<file path="src/rtl/half_widen.sv">
module half_widen #(
  parameter int HW = 16,
  parameter int SW = 32
) (
  input  logic          clk,
  input  logic          rst_n,
  input  logic [HW-1:0] half_in,
  input  logic          alt_range,
  input  logic          dflt_nan,
  output logic [SW-1:0] single_out,
  output logic          invalid
);
  localparam int HF = 10;
  localparam int SF = 23;
  localparam int SH = SF - HF;
  localparam int REBIAS = 112;

  logic          sgn;
  logic [4:0]    hexp;
  logic [HF-1:0] hfrac;
  assign sgn   = half_in[HW-1];
  assign hexp  = half_in[HW-2:HF];
  assign hfrac = half_in[HF-1:0];

  logic is_top, is_nan, is_snan;
  assign is_top  = (hexp == 5'h1f) && !alt_range;
  assign is_nan  = is_top && (hfrac != '0);
  assign is_snan = is_nan && !hfrac[HF-1];

  logic [3:0] lead;
  always_comb begin
    lead = '0;
    for (int i = 0; i < HF; i++)
      if (hfrac[i]) lead = 4'(i);
  end

  logic [SF+HF-1:0] shifted;
  assign shifted = {{SF{1'b0}}, hfrac} << (SF - int'(lead));

  logic [SW-1:0] res;
  always_comb begin
    if (hexp == '0 && hfrac == '0)
      res = {sgn, {(SW-1){1'b0}}};
    else if (hexp == '0)
      res = {sgn, 8'(int'(lead) + 103), shifted[SF-1:0]};
    else if (is_nan && dflt_nan)
      res = 32'h7fc0_0000;
    else if (is_nan)
      res = {sgn, 8'hff, 1'b1, hfrac[HF-2:0], {SH{1'b0}}};
    else if (is_top)
      res = {sgn, 8'hff, {SF{1'b0}}};
    else
      res = {sgn, 8'(int'(hexp) + REBIAS), hfrac, {SH{1'b0}}};
  end

  always_ff @(posedge clk) begin
    if (!rst_n) begin
      single_out <= '0;
      invalid    <= 1'b0;
    end else begin
      single_out <= res;
      invalid    <= is_snan;
    end
  end

  p_zero_r4: assert property (@(posedge clk) disable iff (!rst_n)
    (half_in[14:0] == '0) |=> (single_out == {$past(half_in[15]), 31'b0}) && !invalid);

  p_inf_r5: assert property (@(posedge clk) disable iff (!rst_n)
    (!alt_range && half_in[14:0] == 15'h7c00) |=> (single_out[30:0] == 31'h7f80_0000));

  p_snan_flag_r7: assert property (@(posedge clk) disable iff (!rst_n)
    (!alt_range && half_in[14:10] == 5'h1f && !half_in[9] && half_in[8:0] != '0) |=> invalid);

  p_dnan_r8: assert property (@(posedge clk) disable iff (!rst_n)
    (dflt_nan && !alt_range && half_in[14:10] == 5'h1f && half_in[9:0] != '0)
      |=> single_out == 32'h7fc0_0000);

  p_alt_finite_r9: assert property (@(posedge clk) disable iff (!rst_n)
    (alt_range && half_in[14:10] == 5'h1f) |=> (single_out[30:23] == 8'd143) && !invalid);

  p_sign_r10: assert property (@(posedge clk) disable iff (!rst_n)
    !(dflt_nan && !alt_range && half_in[14:10] == 5'h1f && half_in[9:0] != '0)
      |=> single_out[31] == $past(half_in[15]));
endmodule

</file>
<file path="config.mk">
export PLATFORM = sky130hd
export DESIGN_NAME = half_widen
export DESIGN_NICKNAME = d
export VERILOG_FILES = /design/src/rtl/half_widen.sv
export SDC_FILE = /design/constraint.sdc
export NUM_CORES = 1
export LEC_CHECK = 0
export ABC_CLOCK_PERIOD_IN_PS = 2400
export BUFFER_PORTS_ARGS = -buffer_cell sky130_fd_sc_hd__buf_2
export CAP_MARGIN = 20
export CORE_ASPECT_RATIO = 0.6
export CORE_MARGIN = 10
export CORE_UTILIZATION = 40
export CTS_CLUSTER_SIZE = 28
export DETAILED_ROUTE_END_ITERATION = 6
export PLACE_DENSITY = 0.66
export SLEW_MARGIN = 0
export SYNTH_ARGS = -nofsm -noshare
export SYNTH_HDL_FRONTEND = slang
export SYNTH_SLANG_ARGS = --single-unit
</file>
<file path="constraint.sdc">
create_clock -name clk -period 2.4 [get_ports clk]
set_input_delay 0.12 -clock clk [delete_from_list [all_inputs] [get_ports clk]]
set_output_delay 0.12 -clock clk [all_outputs]
set_load 0.02 [all_outputs]
</file>
Word-level counts from Yosys, hierarchy flattened
Cells that the tools add are included.
{"block": "op_classes", "n_addsub": 3, "n_eq_ne": 1, "n_shift": 1, "mux": 14, "n_bitwise": 1, "n_reduce_logical": 11}
{"operator": "2-to-1 mux 32 bit", "n": 3}
{"operator": "2-to-1 mux 31 bit", "n": 2}
{"operator": "2-to-1 mux 4 bit", "n": 8}
{"operator": "left shift 10 x 32 -> 23 bit", "n": 1}
{"operator": "logical NOT 10 bit", "n": 1}
{"operator": "nonzero test 10 bit", "n": 1}
{"operator": "adder 4 x 7 -> 8 bit (second input constant)", "n": 1}
{"operator": "adder 5 x 7 -> 8 bit (second input constant)", "n": 1}
{"operator": "subtractor 5 x 4 -> 6 bit (first input constant)", "n": 1}
{"operator": "equality test 5 bit (second input constant)", "n": 1}
{"operator": "logical AND 1 bit", "n": 5}
{"operator": "logical NOT 5 bit", "n": 1}
{"operator": "logical NOT 1 bit", "n": 2}
{"operator": "OR reduction 2 bit", "n": 1}
{"operator": "2-to-1 mux 1 bit", "n": 1}
{"operator": "inverter 1 bit", "n": 1}
{"block": "totals", "register_bits": 33, "input_bits": 20, "out_inout_bits": 33}

Longest topological paths before layout
{"block": "logic_depth", "word_depth": 13, "ltp_mapped": 9, "depth_no_buf": 8}

Worst setup path after synthesis
Ideal clock, no wire load.
{"block": "synth_path", "path_type": "input to register", "startpoint": "in half_in[5]", "endpoint": "reg single_out[18]", "arrival_ps": 1595, "path_slack_ps": 680, "path_stages": 7, "path_cell_list": "buf_2 -> nor4_4 -> a41oi_1 -> o41a_1 -> a22oi_1 -> o32a_1 -> o31ai_1"}
{"block": "synth_between", "elab_chain_len": 8, "elab_cells_between_ends": 17, "classes_between": "1 x add/sub; 1 x shift; 9 x mux; 6 x reduce/logical"}
{"item": "from (decl)", "line_no": "7", "rtl": "input logic [HW-1:0] half_in,"}
{"item": "2-to-1 mux 4 bit (5 in a row)", "line_no": "34", "rtl": "if (hfrac[i]) lead = 4'(i);"}
{"item": "subtractor 5 x 4 -> 6 bit", "line_no": "38", "rtl": "assign shifted = {{SF{1'b0}}, hfrac} << (SF - int'(lead));"}
{"item": "left shift 10 x 32 -> 23 bit", "line_no": "38"}
{"item": "2-to-1 mux 32 bit", "line_no": "44", "rtl": "else if (hexp == '0)"}
{"item": "to (signal assigned)", "line_no": "61", "rtl": "single_out <= res;"}
{"item": "to (decl)", "line_no": "10", "rtl": "output logic [SW-1:0] single_out,"}
Parallel ways exist; a longest one is shown, timed or not.
A chain may end at the register's enable or synchronous reset.

Final worst setup path
{"block": "layout_path", "startpoint": "in half_in[9]", "endpoint": "reg single_out[18]"}
{"block": "layout_between", "elab_chain_len": 5, "elab_cells_between_ends": 12, "classes_between": "1 x add/sub; 1 x shift; 4 x mux; 6 x reduce/logical"}
{"item": "branches (longest 5 deep; another with subtractor 5 x 4 -> 6 bit)"}
Several ways; the timed one is not identified.

==> flow_metrics.py <==
metrics = {
    "outcome": {
        "status": "complete, no violations",
    },
    "clocking": {
        "root_buffer": "clkbuf_8",
        "numCtsBuffers": 5,
        "clockBufferDepth": 2,
        "cts_tree": "built",
        "clkTransAtPathRegs_ns": 0.07,
        "htreeDepth": 2,
        "holdBufCountCts": 0,
        "post_cts_buffers": 0,
        "ctsResizeCount": 0,
        "cts_sinks": 32,
    },
    "sta": {
        "period_share_pct": 69.4,
        "hold_viol_final": 0,
        "max_freq_mhz": 601,
        "setup-violations-final": 0,
        "rsz0062_at_grt": "no",
        "post-route-min-period_ns": 1.67,
        "holdWs_ns": 0.0696,
        "setup-tns-final_ns": 0,
        "maxSlewViolCount": 0,
    },
    "synth": {
        "synth_compound_area_share_pct": 25.1,
        "synth_edf_count": 0,
        "synth_seq_cells": 32,
        "syn_area_mm2": 0.00142,
        "ys.flop_type": "dfxtp_1",
        "synth_common_cells": "32 x dfxtp_1, 15 x nand2_1, 14 x nor2_1, 11 x a21oi_1, 8 x o21ai_0",
        "netlist_top_cells_area": "dfxtp_1 45%, nand2_1 4.0%, a21oi_1 3.9%, nor2_1 3.7%, o21ai_0 2.8%",
        "yosys.area_share.xor_xnor_pct": 0.618,
        "yosysTopAreaCellShare_pct": 45.2,
        "synthCells": 156,
        "yosys.area_share.simple_pct": 20.2,
        "postSynthAreaPerCell_um2": 9.08,
        "synth_warnings": 0,
        "yosysUniqueCellTypes": 46,
        "synth_most_common_cell": "dfxtp_1",
        "synthMuxAreaShare_pct": 2.92,
        "synthAdderAreaFrac_pct": 0.883,
        "yosysTopAreaCell": "dfxtp_1",
        "synth-async-reset-ratio_pct": 0,
        "synth_top_family_by_area": "compound AO/OA/AOI/OAI gates",
        "synth-seq-area-share_pct": 45.2,
    },
    "setup_path": {
        "crit_type": "in -> reg",
        "path_delay_family": "compound AO/OA/AOI/OAI gates",
        "worst_ep_required_time_ns": 2.56,
        "cp_num_buf_inv": 1,
        "start_kind": "input pin",
        "end_kind": "register",
        "max_stage_delay_ns": 0.46,
        "crit_chain": "buf_2 > nor2_1 > a41oi_1 > o41a_1 > a22oi_1 > o32a_1 > o31ai_1",
        "slowest_stage": "o41a_1",
        "arrival_ns": 1.82,
        "crit_fanout": 16,
    },
    "pwr": {
        "power_frac_seq_pct": 44.2,
        "pwr_density_cell_mw_per_mm2": 684,
        "p_sw_share_pct": 26.6,
        "p_int_mw": 0.941,
        "p_switching_mw": 0.342,
        "peakVddDrop_uv": 376,
        "power_frac_clock_pct": 39.1,
        "pwr-share-comb_pct": 16.7,
        "p_leak_nw": 0.865,
    },
    "grt": {
        "gr-total-overflow": 0,
        "grt_max_degree": 17,
        "grt_pass1_vias": 1421,
        "track_usage_pct": 13.4,
        "antenna_found_initial": 0,
        "grt_pass1_wl_mm": 7.06,
    },
    "layout": {
        "area_delta_synth_final_pct": 32.3,
        "drive_above_1_share_pct": 31.8,
        "multi_input_area_um2": 753,
        "diodes": 0,
        "nFillCells": 329,
        "regArea_um2": 641,
        "finish.net_count": 243,
    },
    "placed_design": {
        "portBuffers": 52,
        "hpwl_mm": 3.46,
        "place_congestion": 0.918,
    },
    "route": {
        "drt-wirelength-per-cell_um": 16.1,
        "drtAntennaViolNets": 0,
        "routed_wl_mm": 4.31,
        "viasPerCell": 5.24,
        "drc_errors": 0,
        "vias": 1404,
        "firstDrtPassIters": 5,
        "drt_iter0_markers": 133,
    },
    "die": {
        "num_rows": 16,
        "start_util_pct": 42.6,
        "die_area_mm2": 0.00640,
        "core_area_mm2": 0.00332,
        "die_h_um": 66.1,
        "pin_count": 53,
        "die-width_um": 96.8,
    },
    "job": {
        "maxCapViolCount": 0,
    },
    "worst_hold_path": {
        "min_path_type": "in -> reg",
    },
}
cell families after synthesis:
kind of cell             Yosys count
AND/OR/NAND/NOR                   54
AO/OA/AOI/OAI                     47
flip-flops                        32
buffers and inverters             16
multiplexers                       4
adder cells (fa/ha/maj)            1
other                              1
XOR/XNOR                           1
state kept, by name (all words and copies together), names as in the netlist:
| register | count |
|---|---|
| single_out | 31 |
| invalid | 1 |
per-layer routing:
layer / vias up / part of all wire (%) / GRT usage (%)
met2: 88 / 42 / 18.1
met1: 624 / 46 / 18.5
met5: - / 0 / 0
li1: 690 / - / -
met3: 2 / 12 / 5.01
met4: 0 / 0.60 / 5.49
worst paths after layout:
kind,start,to,cells past startpoint
setup / recovery,half_in[9],single_out[18]$_SDFF_PP0_,7
hold / removal,dflt_nan,single_out[31]$_SDFF_PN0_,2
layout by cell type (no fill, tap or decap), types with 2 or more instances in the layout:
cell       instances
clkbuf_8           5
a2bb2oi_1          3
nor2_1            14
and4_1             2
o22ai_1            3
a31oi_1            4
or3_1              2
dfxtp_1           32
o31ai_1            2
nor3_1             3
conb_1            13
mux2i_1            3
nand2_1           15
buf_4              3
inv_1              7
nor2b_1            2
a22oi_1            2
and3_1             2
a21oi_1           11
nand4_1            3
and2_1             3
o21ai_0            8
nor4b_1            2
nand3_1            3
buf_2             52
metrics by stage:
stage | cell area (µm²) | instances | power, mW | setup WS (ns) | util, %
3_3_place_gp | 1760 | 260 | 0.790 | 0.548 | 53.0
4_1_cts | 1870 | 268 | 1.29 | 0.787 | 56.4
2_1_floorplan | 1460 | 168 | 0.710 | 0.680 | -
5_1_grt | 1870 | 268 | 1.34 | 0.591 | 56.4
3_5_place_dp | 1760 | 260 | 0.791 | 0.491 | 53.0
6_report | 1870 | 268 | 1.28 | 0.735 | 56.4
final cells by class:
cell class,count,area share [%]
Inverter,8,1.60
Clock buffer,5,3.67
Multi-Input combinational cell,120,40.2
Tap cell,45,3.00
Timing Repair Buffer,55,15.1
Clock inverter,3,2.27
Sequential cell,32,34.2
power by group through the flow:
stage               Clock (mW)  Combinational, mW  Sequential, mW
finish                   0.502              0.214           0.567
global route             0.535              0.234           0.569
CTS                      0.511              0.213           0.567
detailed placement           0              0.212           0.579
global placement             0              0.213           0.578
floorplan                    0             0.0923           0.618
Power figures use the tool's default switching activity.
